**src/rtl/bootld_pkg.sv**
```systemverilog
package bootld_pkg;

  typedef enum logic [2:0] {
    LD_IDLE  = 3'd0,
    LD_READ  = 3'd1,
    LD_WRITE = 3'd2,
    LD_STEP  = 3'd3,
    LD_DONE  = 3'd4
  } ld_state_e;

endpackage

```
**src/rtl/bootld_rst_sync.sv**
```systemverilog
module bootld_rst_sync #(
  parameter int STAGES = 2
) (
  input  logic clk_i,
  input  logic rst_ni,
  output logic rst_no
);

  logic [STAGES-1:0] chain_q;
  logic [STAGES-1:0] chain_d;

  // Shift a constant 1 toward the output; assertion is immediate, release takes STAGES edges.
  generate
    if (STAGES == 1) begin : g_single
      always_comb chain_d = 1'b1;
    end else begin : g_multi
      always_comb chain_d = {chain_q[STAGES-2:0], 1'b1};
    end
  endgenerate

  always_ff @(posedge clk_i or negedge rst_ni) begin
    if (!rst_ni) chain_q <= '0;
    else         chain_q <= chain_d;
  end

  assign rst_no = chain_q[STAGES-1];

endmodule

```
**src/rtl/bootld_addr_ctr.sv**
```systemverilog
module bootld_addr_ctr #(
  parameter int ADDR_W = 8
) (
  input  logic              clk_i,
  input  logic              rst_ni,
  input  logic              clr_i,
  input  logic              inc_i,
  output logic [ADDR_W-1:0] addr_o,
  output logic              last_o
);

  logic [ADDR_W-1:0] addr_q;
  logic [ADDR_W-1:0] addr_d;
  logic              addr_en;

  // Clock enable written out: the register only loads on clear or advance.
  assign addr_en = clr_i | inc_i;

  always_comb begin
    addr_d = addr_q;
    if (clr_i)      addr_d = '0;
    else if (inc_i) addr_d = addr_q + 1'b1;
  end

  always_ff @(posedge clk_i or negedge rst_ni) begin
    if (!rst_ni)      addr_q <= '0;
    else if (addr_en) addr_q <= addr_d;
  end

  assign addr_o = addr_q;
  assign last_o = &addr_q;

endmodule

```
**src/rtl/bootld_fsm.sv**
```systemverilog
module bootld_fsm
  import bootld_pkg::*;
(
  input  logic      clk_i,
  input  logic      rst_ni,
  input  logic      boot_sw_i,
  input  logic      last_i,
  output ld_state_e state_o
);

  ld_state_e state_q;
  ld_state_e state_d;

  always_comb begin
    state_d = state_q;
    unique case (state_q)
      LD_IDLE:  state_d = boot_sw_i ? LD_READ : LD_DONE;
      LD_READ:  state_d = LD_WRITE;
      LD_WRITE: state_d = LD_STEP;
      LD_STEP:  state_d = last_i ? LD_DONE : LD_READ;
      LD_DONE:  state_d = LD_DONE;
      default:  state_d = LD_IDLE;
    endcase
  end

  always_ff @(posedge clk_i or negedge rst_ni) begin
    if (!rst_ni) state_q <= LD_IDLE;
    else         state_q <= state_d;
  end

  assign state_o = state_q;

endmodule

```
**src/rtl/imem_boot_loader.sv**
```systemverilog
module imem_boot_loader
  import bootld_pkg::*;
#(
  parameter int ADDR_W      = 8,
  parameter int DATA_W      = 8,
  parameter int SYNC_STAGES = 2
) (
  input  logic              clk_i,
  input  logic              rst_ni,
  input  logic              boot_sw_i,
  input  logic [DATA_W-1:0] rom_rdata_i,
  output logic [ADDR_W-1:0] rom_addr_o,
  output logic [ADDR_W-1:0] ram_addr_o,
  output logic [DATA_W-1:0] ram_wdata_o,
  output logic              ram_we_o,
  output logic              cpu_hold_o,
  output logic              done_o
);

  logic              rst_sync_n;
  ld_state_e         state;
  logic [ADDR_W-1:0] addr;
  logic              addr_last;
  logic              addr_clr;
  logic              addr_inc;

  bootld_rst_sync #(.STAGES(SYNC_STAGES)) u_rst_sync (
    .clk_i  (clk_i),
    .rst_ni (rst_ni),
    .rst_no (rst_sync_n)
  );

  bootld_fsm u_fsm (
    .clk_i     (clk_i),
    .rst_ni    (rst_sync_n),
    .boot_sw_i (boot_sw_i),
    .last_i    (addr_last),
    .state_o   (state)
  );

  assign addr_clr = (state == LD_IDLE);
  assign addr_inc = (state == LD_STEP);

  bootld_addr_ctr #(.ADDR_W(ADDR_W)) u_addr (
    .clk_i  (clk_i),
    .rst_ni (rst_sync_n),
    .clr_i  (addr_clr),
    .inc_i  (addr_inc),
    .addr_o (addr),
    .last_o (addr_last)
  );

  // The ROM and the RAM see the same index; the RAM write uses the ROM byte returned one cycle later.
  assign rom_addr_o  = addr;
  assign ram_addr_o  = addr;
  assign ram_wdata_o = rom_rdata_i;
  assign ram_we_o    = (state == LD_WRITE);
  assign done_o      = (state == LD_DONE);
  assign cpu_hold_o  = (state != LD_DONE);

endmodule

```
**config.mk**
```make
export PLATFORM = sky130hd
export DESIGN_NAME = imem_boot_loader
export DESIGN_NICKNAME = d
export VERILOG_FILES = /design/src/rtl/bootld_pkg.sv /design/src/rtl/bootld_rst_sync.sv /design/src/rtl/bootld_addr_ctr.sv /design/src/rtl/bootld_fsm.sv /design/src/rtl/imem_boot_loader.sv
export SDC_FILE = /design/constraint.sdc
export NUM_CORES = 1
export LEC_CHECK = 0
export BUFFER_PORTS_ARGS = -buffer_cell sky130_fd_sc_hd__buf_2
export CAP_MARGIN = 20
export CORE_UTILIZATION = 45
export DETAILED_ROUTE_END_ITERATION = 7
export PLACE_DENSITY = 0.74
export SLEW_MARGIN = 20
export SYNTH_ARGS = -nofsm -noshare
export SYNTH_HDL_FRONTEND = slang
export SYNTH_SLANG_ARGS = --single-unit
```
**constraint.sdc**
```tcl
create_clock -name clk_i -period 2.35 [get_ports clk_i]
set_input_delay 0.1175 -clock clk_i [delete_from_list [all_inputs] [get_ports clk_i]]
set_output_delay 0.1175 -clock clk_i [all_outputs]
set_load 0.01 [all_outputs]
```
==> results by group, run 1 <==
Status
  – Outcome: finished, final reports clean

Worst hold path
  – Hold WC Path Type: primary input to async pin

Clock tree
  – CTS clk-pin slew, worst paths: 0.08 ns
  – CTS tree: yes
  – Post-CTS Setup Bufs: 0
  – CTS HTree Levels: 1
  – CTS buffer count: 3
  – Root Buffer: clkbuf_4
  – Sink Count: 13
  – Latest clock arrival within the worst-skew pair: 0.28 ns
  – Max Root-Sink Buffers: 2

Synth
  – Mapped Area: 882 um2
  – Ys Warns: 0
  – FF+latch count, synth: 13
  – Cell with the most instances after synthesis: buf_4
  – Top FF cell, synth: dfrtp_1
  – Synth cell count leaders: 16 x buf_4, 13 x dfrtp_1, 8 x o21ai_0
  – Share of the synthesized area in the top cell type: 36.9%
  – Syn_area_per_cell: just under 9 um2
  – Async SR Flop Fraction: 100%
  – Syn Nets: 113
  – Top post-synthesis cells by area: dfrtp_1 37%, buf_4 14%, o21ai_0 4.5%
  – Synth Instances: 101
  – Count of unique library cells instantiated by Yosys: 31
  – Sequential share of the synthesized area: 36.9%
  – Area leader, netlist: dfrtp_1
  – EDFF count, synth: 0

Floorplan
  – Die X: 46.3 um
  – Cell Rows: 15
  – Die area: 2140 um2
  – Core ar.: 1780 um2
  – Initial core utilization: 49.5%
  – IO Pins: 38
  – Die H: 46.3 um

Cells and area
  – Antenna diodes: 0
  – Layout cell share with drive strength beyond 1: 26.4%
  – Multi-input gate area: 389 um2
  – Area occupied by registers: 325 um2
  – Fillcell total: 181
  – P&R area growth vs syn: 2.70%
  – Layout net count: ~120

Pwr
  – LEAKAGE: 0.474 nW
  – PwrDens: 886 nW/um2
  – Max VDD drop: approximately 0.00047 V

STA
  – Setup-failing EPs final: 0
  – Tcrit/Tclk final: about 63%
  – Worst-margin pin slew: 0.533 ns
  – Clock skew: between 0.006 and 0.007 ns
  – Final Hold Viols: 0
  – RSZ-0062 raised after global routing: false
  – Hold Worst Slack: 0.145 ns
  – Crit path time final: 1.48 ns
  – Worst rel slew slack: 64.5%
  – Worst setup margin: around 0.87 ns
  – Fmax: 675 MHz
  – Setup_tns: 0 ns
  – Max-slew violations: 0

Route
  – Vias: 708
  – Vias per std cell: 5.40
  – Antenna Nets Post-Route: 0
  – DR DRC count: 0
  – Routed WL: between 1500 and 2000 um
  – DR iter-0 viols: 28
  – DR pass1 iterations: 4
  – Routed WL per cell: 12.6 um

Global route
  – Grt total ovfl: 0
  – Vias in the first global route: 605
  – First-pass GRT wire length: 2740 um
  – GRT Util Overall: 18.1%
  – Antenna violations before repair: 0
  – Pin count of the biggest net entering global routing: 19

Placed design
  – Routability Congestion: 0.777
  – Dpl ws: around 0.9 ns
  – Port-buffer cells: 21
  – DPL Wire Length: 1130 um

Setup path
  – Arrival @ worst endpoint: 1.68 ns
  – R2R Path Start: u_fsm.state_o[1]
  – Setup CP Type: register to register
  – R2r endpoint: u_addr.addr_o[7]
  – R2r setup slk: just under 0.9 ns
  – Crit path launch type: register
  – CP Capture Type: register
  – R2R depth: 3
  – Crit path max fanout: 16
  – WP data required: around 2.6 ns

Run
  – Max Cap Viol: 0
registers in the layout, summed over array words and instances (netlist names):
signal,cells
u_fsm.state_o,3
u_rst_sync.chain_q,2
u_addr.addr_o,8
area by class of cell:
class	instances	share of cell area (%)
well taps	25	3.45
multi-input cells	62	43.0
repair buffers	22	12.7
flip-flops and latches	13	35.9
clock buffers	4	2.90
inverters	5	2.07
layout by cell type (no fill, tap or decap), types with 2 or more instances in the layout:
| master | Yosys | final |
|---|---|---|
| nor2_1 | 5 | 5 |
| a21oi_1 | 2 | 2 |
| a21o_1 | 2 | 2 |
| inv_1 | 5 | 5 |
| nor2b_1 | 6 | 6 |
| and3_1 | 2 | 2 |
| nand3_1 | 7 | 7 |
| nand4_1 | 6 | 6 |
| nand2_1 | 5 | 5 |
| o21ai_0 | 8 | 8 |
| nand4b_1 | 2 | 2 |
| o31ai_1 | 3 | 3 |
| dfrtp_1 | 13 | 13 |
| buf_2 | 2 | 21 |
| clkbuf_4 | 0 | 3 |
repair_timing:
item / CTS / global route
hold buffers: 1 / 0
hold endpoints to repair: 2 / 0
gates resized for setup: 0 / 0
metal layers:
metal  vias to the layer above  part of all wire (%)  global-route usage [%]  wire length, um
li1                        351                     -                       -                -
met4                         0                   2.1                    10.6               35
met2                        29                    44                    24.8              723
met5                         -                     0                       0                0
met3                         7                   5.2                    2.35               85
met1                       321                    49                    26.6              805
per-stage QoR:
step	std cells	util [%]	instance area, um2	power [mW]
global route	131	50.8	906	0.865
finish	131	50.8	906	0.802
global placement	126	48.8	870	0.654
CTS	131	50.8	906	0.806
detailed placement	126	48.8	870	0.662
floorplan	101	-	882	0.628
worst max-delay path, cell delays in order, from the launching register on:
cell	delay, ns
dfrtp_1	0.68
nand3b_4	0.11
or4_1	0.51
o211ai_1	0.10
report_power, final:
| part | internal (mW) | switching, mW |
|---|---|---|
| logic | 0.128 | 0.134 |
| registers | 0.260 | 0.138 |
| clock network | 0.0660 | 0.0759 |
kinds of logic after synthesis:
kind of cell             count (synthesis)  synth area share (%)
buffers and inverters                   26                  19.0
multiplexers                             1                  1.28
other                                    1                 0.425
adder cells (fa/ha/maj)                  1                  1.42
AO/OA/AOI/OAI                           20                  14.0
AND/OR/NAND/NOR                         39                  27.0
flip-flops                              13                  36.9
worst max path at each step:
| stage | cells after the start | slack [ns] | from | endpoint |
|---|---|---|---|---|
| after floorplan | 4 | 1.04 | u_addr.addr_o[0] | u_fsm.state_o[0] |
| after CTS | 3 | 0.87 | u_fsm.state_o[0] | u_addr.addr_o[7] |
| after detailed placement | 3 | 0.88 | u_fsm.state_o[0] | u_addr.addr_o[7] |
| final | 3 | 0.87 | u_fsm.state_o[1] | u_addr.addr_o[7] |
| after global routing | 3 | 0.73 | u_fsm.state_o[1] | u_addr.addr_o[0] |
| after global placement | 3 | 0.93 | u_fsm.state_o[1] | u_addr.addr_o[7] |
Note: power is estimated with default switching activity, not from simulation.
==> run 2: changes to the inputs <==
--- a/config.mk
+++ b/config.mk
@@ -5,11 +5,12 @@
 export SDC_FILE = /design/constraint.sdc
 export NUM_CORES = 1
 export LEC_CHECK = 0
+export ABC_AREA = 1
 export BUFFER_PORTS_ARGS = -buffer_cell sky130_fd_sc_hd__buf_2
 export CAP_MARGIN = 20
-export CORE_UTILIZATION = 45
+export CORE_UTILIZATION = 40
 export DETAILED_ROUTE_END_ITERATION = 7
-export PLACE_DENSITY = 0.74
+export PLACE_DENSITY = 0.72
 export SLEW_MARGIN = 20
 export SYNTH_ARGS = -nofsm -noshare
 export SYNTH_HDL_FRONTEND = slang
==> constraint.sdc (replaced) <==
create_clock -name clk_i -period 1.3 [get_ports clk_i]
set_input_delay 0.065 -clock clk_i [delete_from_list [all_inputs] [get_ports clk_i]]
set_output_delay 0.065 -clock clk_i [all_outputs]
set_load 0.01 [all_outputs]
==> run 2 against run 1 <==
Compared with the run above:
- global-route usage is 2.2 points lower
- clock skew is 0.0042 ns lower
- sequential power is 46% higher
- final cell count is 11% higher
- sequential share of layout area is 0.86 points higher
- flip-flop and latch count stayed put
- largest power group is now combinational cells
- worst setup slack worse by 0.86 ns
- routed wire length is 12% lower
- synthesized cell count is 4.0% higher
==> results by group, run 2 <==
Synth
  – Largest family of logic cells by synthesized area: simple AND/OR/NAND/NOR gates (unchanged)
  – Area leader, netlist: dfrtp_1 (unchanged)
  – Sequential share of the synthesized area: 41.9% (was 36.9%)
  – Ys Warns: 0 (unchanged)
  – Compound-gate portion of the synthesized area: 5.15% (was 14.0%)
  – Simple-gate share of the synthesized area: 28.2% (was 27.0%)
  – Top post-synthesis cells by area: dfrtp_1 42%, buf_4 15%, nand2_1 15% (was dfrtp_1 37%, buf_4 14%, o21ai_0 4.5%)
  – Post-synthesis adder-cell area fraction: 1.61% (was 1.42%)
  – Share of the synthesized area in the top cell type: 41.9% (was 36.9%)
  – Mapped Area: 777 um2 (was 882 um2)
  – Mux share of post-synthesis cell area: 0% (was 1.28%)
  – Syn_area_per_cell: 7.40 um2 (was 8.73 um2)
  – Count of unique library cells instantiated by Yosys: 14 (was 31)
  – FF+latch count, synth: 13 (unchanged)
  – Cell with the most instances after synthesis: nand2_1 (was buf_4)
  – Synth Instances: 105 (was 101)
  – Top FF cell, synth: dfrtp_1 (unchanged)
  – Syn Nets: 117 (was 113)
  – Synth cell count leaders: 31 x nand2_1, 16 x buf_4, 15 x inv_1 (was 16 x buf_4, 13 x dfrtp_1, 8 x o21ai_0)
  – EDFF count, synth: 0 (unchanged)
  – Synth Area in XOR/XNOR: 0% (unchanged)
  – Async SR Flop Fraction: 100% (unchanged)

Global route
  – Vias in the first global route: 564 (was 605)
  – Grt total ovfl: 0 (unchanged)
  – First-pass GRT wire length: 2310 um (was 2740 um)
  – Antenna violations before repair: 0 (unchanged)
  – GRT Util Overall: 15.8% (was 18.1%)
  – Pin count of the biggest net entering global routing: 12 (was 19)

Setup path
  – WP data required: 1.24 ns (was 2.55 ns)
  – R2R depth: 8 (was 3)
  – Crit-path slowest cell: dfrtp_1 (unchanged)
  – Crit path max fanout: 3 (was 16)
  – CP Capture Type: output pin (was register)
  – Setup CP Type: register to output pin (was register to register)
  – Critical-path cell list: nor2_2, buf_4, inv_2, nor2_2, inv_1, buf_2 (was nand3b_4, or4_1, o211ai_1)
  – Crit path launch type: register (unchanged)
  – CP dominant cell by count: nor2_2
  – Setup crit end: cpu_hold_o (was u_addr.addr_o[7])
  – CP max stage delay: 0.40 ns (was 0.68 ns)
  – R2R Path Start: u_fsm.state_o[0] (was u_fsm.state_o[1])
  – Arrival @ worst endpoint: 1.22 ns (was 1.68 ns)
  – Crit path launch: u_fsm.state_o[0] (was u_fsm.state_o[1])
  – R2r setup slk: 0.10 ns (was 0.87 ns)
  – R2r endpoint: u_addr.addr_o[2] (was u_addr.addr_o[7])

Clock tree
  – Sink Count: 13 (unchanged)
  – CTS HTree Levels: 1 (unchanged)
  – Max Root-Sink Buffers: 2 (unchanged)
  – Latest clock arrival within the worst-skew pair: 0.28 ns (about the same)
  – Root Buffer: clkbuf_4 (unchanged)
  – CTS tree: yes (unchanged)
  – CTS clk-pin slew, worst paths: 0.07 ns (was 0.08 ns)
  – CTS buffer count: 3 (unchanged)

Floorplan
  – Initial core utilization: 44.0% (was 49.5%)
  – Die H: 46.1 um (was 46.3 um)
  – Cell Rows: 15 (unchanged)
  – Core ar.: 1760 um2 (was 1780 um2)
  – Die X: 46.1 um (was 46.3 um)
  – IO Pins: 38 (unchanged)
  – Die area: 2120 um2 (was 2140 um2)

Cells and area
  – Most frequent cells in the layout: 30 x nand2_1, 21 x buf_2, 13 x inv_1, 13 x dfrtp_1, 8 x nand3_1 (was 21 x buf_2, 13 x dfrtp_1, 8 x o21ai_0)
  – Commonest non-fill, non-tap cell in the layout: nand2_1 (was buf_2)
  – Final Cell Area: 885 um2 (was 906 um2)
  – Max FFs per register: 8 (unchanged)
  – Post-route core utilization: 50.1% (was 50.8%)
  – Non-Filler Instances: 146 (was 131)
  – Antenna diodes: 0 (unchanged)
  – Layout net count: 134 (was 119)
  – Fillcell total: 199 (was 181)
  – Layout cell share with drive strength beyond 1: 31.4% (was 26.4%)
  – P&R area growth vs syn: 13.8% (was 2.70%)

STA
  – Crit path time final: 1.29 ns
  – Setup_tns: 0 ns (unchanged)
  – RSZ-0062 raised after global routing: true (was false)
  – Fmax: 778 MHz
  – Final Hold Viols: 0 (unchanged)
  – Max-slew violations: 0 (unchanged)
  – Clock skew: 0.00258 ns (was 0.00673 ns)
  – Setup-failing EPs final: 0 (unchanged)
  – Tcrit/Tclk final: 98.9%

Worst hold path
  – Hold WC Path Type: primary input to register (was primary input to async pin)

Placed design
  – DPL Wire Length: 1070 um (was 1130 um)
  – Port-buffer cells: 21 (unchanged)
  – Post-placement cell count: 137 (was 126)
  – Routability Congestion: 0.799 (was 0.777)
  – Cell Area, Placed: 808 um2 (was 870 um2)

Route
  – Vias: 658 (was 708)
  – DR iter-0 viols: 8 (was 28)
  – Routed WL per cell: 9.96 um (was 12.6 um)
  – Antenna Nets Post-Route: 0 (unchanged)
  – DR DRC count: 0 (unchanged)
  – Vias per std cell: 4.51 (was 5.40)
  – Routed WL: 1450 um (was 1650 um)
  – DR pass1 iterations: 4 (unchanged)

Status
  – Outcome: finished, final reports clean (unchanged)

Pwr
  – Max VDD drop: 0.00122 V (was 0.000465 V)
  – PwrDens: 1760 nW/um2 (was 886 nW/um2)
  – Total power: 1.56 mW (was 0.802 mW)
  – LEAKAGE: 0.513 nW (was 0.474 nW)

Run
  – Max Cap Viol: 0 (unchanged)
## run 2: final cells by class
cell class | count | area (um2) | area share (%)
inverters | 15 | 56.3 | 6.36
clock buffers | 4 | 26.3 | 2.97
flip-flops and latches | 13 | 325 | 36.8
repair buffers | 28 | 160 | 18.1
multi-input cells | 61 | 285 | 32.2
well taps | 25 | 31.3 | 3.54
## run 2: cell families (layout without fill, tap and decap cells)
group	after synthesis	in the layout
AND/OR/NAND/NOR	52	52
buffers and inverters	31	47
AO/OA/AOI/OAI	7	7
flip-flops	13	13
other	1	1
adder cells (fa/ha/maj)	1	1
## run 2: per-stage QoR
stage	hold slack [ns]	setup slack, ns
2_1_floorplan	-0.231	0.131
3_3_place_gp	-0.149	0.188
3_5_place_dp	-0.149	0.131
4_1_cts	0.0314	0.00596
5_1_grt	0.0480	-0.0666
6_report	0.0325	0.0138
## run 2: how the worst min path moves through the flow
stage              start                    end  cells past startpoint
3_5_place_dp      rst_ni  u_rst_sync.chain_q[1]                      1
6_report       boot_sw_i       u_fsm.state_o[0]                      3
2_1_floorplan     rst_ni  u_rst_sync.chain_q[0]                      0
5_1_grt        boot_sw_i       u_fsm.state_o[0]                      3
3_3_place_gp      rst_ni  u_rst_sync.chain_q[0]                      1
4_1_cts        boot_sw_i       u_fsm.state_o[0]                      3
## run 2: where the power goes
part	internal, mW	switching, mW
Combinational	0.321	0.407
Clock	0.119	0.132
Sequential	0.490	0.0902
## run 2: worst max-delay path: cells and delay by family (launching register included)
family                 cells  cell delay (ns)
flip-flops                 1             0.40
AND/OR/NAND/NOR            2             0.21
buffers and inverters      4             0.33
## run 2: timing repair
item                                   in CTS  in global routing
hold buffers                                1                  0
endpoints found under the hold margin       2                  0
gates resized for setup                     3                  4
buffers inserted                            4                  0
pin swaps                                   2                  3
setup endpoints to repair                   2                 10
## run 2: routing by layer
metal | vias up | track usage, % | wire [um]
met5 | - | 0 | 0
met4 | 0 | 10.6 | 41
met3 | 5 | 2.35 | 88
met2 | 21 | 24.2 | 668
met1 | 296 | 20.6 | 655
li1 | 336 | - | -
==> run 3: changes to the inputs <==
--- a/config.mk
+++ b/config.mk
@@ -10,6 +10,7 @@
 export CAP_MARGIN = 20
 export CORE_UTILIZATION = 40
 export DETAILED_ROUTE_END_ITERATION = 7
+export MAX_ROUTING_LAYER = met4
 export PLACE_DENSITY = 0.72
 export SLEW_MARGIN = 20
 export SYNTH_ARGS = -nofsm -noshare
==> run 3 against run 2 <==
Compared with the run above:
- core utilization unchanged
- sequential power about the same
- final cell count unchanged
- clock power about the same
- combinational power about the same
- fmax down 0.27%
- power down 0.18%
- die area unchanged
- sequential share of layout area unchanged
- first-iteration DRC count up 38%
- count of clock-buffer cells in the layout unchanged
- via count up 0.15%
==> results by group, run 3 (synthesis gave the netlist of run 2 again) <==
Status
  – Outcome: finished, final reports clean (unchanged)

Global route
  – Vias in the first global route: 563 (was 564)
  – Antenna violations before repair: 0 (unchanged)
  – GRT Util Overall: 16.4% (was 15.8%)
  – Pin count of the biggest net entering global routing: 12 (unchanged)
  – First-pass GRT wire length: 2320 um (was 2310 um)
  – Grt total ovfl: 0 (unchanged)

STA
  – Setup-failing EPs final: 0 (unchanged)
  – Fmax: 775 MHz (was 778 MHz)
  – Hold Worst Slack: 0.0332 ns (was 0.0325 ns)
  – Crit path time final: 1.29 ns (about the same)
  – Final Hold Viols: 0 (unchanged)
  – Max-slew violations: 0 (unchanged)
  – Clock skew: 0.00246 ns (was 0.00258 ns)
  – Tcrit/Tclk final: 99.2% (was 98.9%)
  – Setup_tns: 0 ns (unchanged)
  – RSZ-0062 raised after global routing: true (unchanged)

Clock tree
  – CTS HTree Levels: 1 (unchanged)
  – Max Root-Sink Buffers: 2 (unchanged)
  – CTS buffer count: 3 (unchanged)
  – CTS tree: yes (unchanged)
  – Sink Count: 13 (unchanged)
  – Root Buffer: clkbuf_4 (unchanged)
  – CTS clk-pin slew, worst paths: 0.07 ns (about the same)
  – Latest clock arrival within the worst-skew pair: 0.28 ns (about the same)

Run
  – Max Cap Viol: 0 (unchanged)

Setup path
  – Setup CP Type: register to output pin (unchanged)
  – Arrival @ worst endpoint: 1.22 ns (about the same)
  – WP data required: 1.24 ns (about the same)
  – Crit path launch type: register (unchanged)
  – CP Capture Type: output pin (unchanged)
  – Crit path max fanout: 3 (unchanged)

Pwr
  – Max VDD drop: 0.00121 V (was 0.00122 V)
  – Total power: 1.56 mW (about the same)
  – PwrDens: 1760 nW/um2 (about the same)
  – LEAKAGE: 0.513 nW (unchanged)

Cells and area
  – Post-route core utilization: 50.1% (unchanged)
  – Max FFs per register: 8 (unchanged)
  – Layout net count: 134 (unchanged)
  – Non-Filler Instances: 146 (unchanged)
  – Commonest non-fill, non-tap cell in the layout: nand2_1 (unchanged)
  – Layout cell share with drive strength beyond 1: 31.4% (unchanged)
  – P&R area growth vs syn: 13.8% (unchanged)
  – Antenna diodes: 0 (unchanged)
  – Most frequent cells in the layout: 30 x nand2_1, 21 x buf_2, 13 x inv_1, 13 x dfrtp_1, 8 x nand3_1 (unchanged)

Route
  – Routed WL: 1440 um (was 1450 um)
  – Vias per std cell: 4.51 (about the same)
  – Antenna Nets Post-Route: 0 (unchanged)
  – DR iter-0 viols: 11 (was 8)
  – Vias: 659 (was 658)
  – DR pass1 iterations: 4 (unchanged)
  – Routed WL per cell: 9.85 um (was 9.96 um)
  – DR DRC count: 0 (unchanged)

Placed design
  – DPL Wire Length: 1070 um (unchanged)
  – Routability Congestion: 0.811 (was 0.799)
  – Port-buffer cells: 21 (unchanged)
  – Post-placement cell count: 137 (unchanged)

Worst hold path
  – Hold WC Path Type: primary input to register (unchanged)

Floorplan
  – Cell Rows: 15 (unchanged)
  – Core ar.: 1760 um2 (unchanged)
  – IO Pins: 38 (unchanged)
  – Die area: 2120 um2 (unchanged)
  – Die X: 46.1 um (unchanged)
  – Die H: 46.1 um (unchanged)
  – Initial core utilization: 44.0% (unchanged)
-- run 3: cell counts in the layout (fill, tap and decap cells not counted) --
Identical to the previous run, type by type.
-- run 3: final cells by class --
cell class,count,area (um2)
Fill cell,199,880
Clock buffer,4,26.3
Timing Repair Buffer,28,160
Inverter,15,56.3
Tap cell,25,31.3
Multi-Input combinational cell,61,285
Sequential cell,13,325
-- run 3: metrics by stage --
step           setup WS [ns]  instance area, um2
6_report              0.0104                 885
5_1_grt              -0.0666                 885
3_5_place_dp           0.131                 808
4_1_cts              0.00596                 880
3_3_place_gp           0.188                 808
2_1_floorplan          0.131                 777
-- run 3: timing repair --
item                                   in CTS  in global routing
setup endpoints to repair                   2                 10
endpoints found under the hold margin       2                  0
buffers inserted                            4                  0
hold buffers                                1                  0
pin swaps                                   2                  3
gates resized for setup                     3                  4
-- run 3: layer usage --
metal / GRT usage (%) / vias to the layer above / wire [um]
met2: 24.2 / 21 / 658
met4: 10.6 / 0 / 41
li1: - / 334 / -
met3: 2.35 / 5 / 83
met5: - / - / 0
met1: 20.8 / 299 / 655
-- run 3: report_power, final --
| group | internal, mW | switching (mW) | leakage [nW] |
|---|---|---|---|
| logic | 0.321 | 0.406 | 0.328 |
| clock network | 0.119 | 0.132 | 0.0150 |
| registers | 0.490 | 0.0884 | 0.170 |
| total | 0.931 | 0.626 | 0.513 |
-- run 3: final timing paths --
| kind | end | startpoint | cells after the start | slack (ns) |
|---|---|---|---|---|
| max in group asynchronous | u_fsm.state_o[0] | u_rst_sync.chain_q[1] | 0 | 0.81 |
| max reg2reg | u_addr.addr_o[2] | u_fsm.state_o[0] | 8 | 0.10 |
| min reg2reg | u_addr.addr_o[2] | u_rst_sync.chain_q[1] | 0 | 0.18 |
| min | u_fsm.state_o[0] | boot_sw_i | 3 | 0.03 |
| max | cpu_hold_o | u_fsm.state_o[0] | 6 | 0.01 |
| min in group asynchronous | u_rst_sync.chain_q[1] | rst_ni | 2 | 0.09 |
-- run 3: worst max-delay path, cell delays in order, from the launching register on --
cell and delay, ns:
dfrtp_1 0.40, nor2_2 0.15, buf_4 0.13, inv_2 0.03, nor2_2 0.07, inv_1 0.04
buf_2 0.13
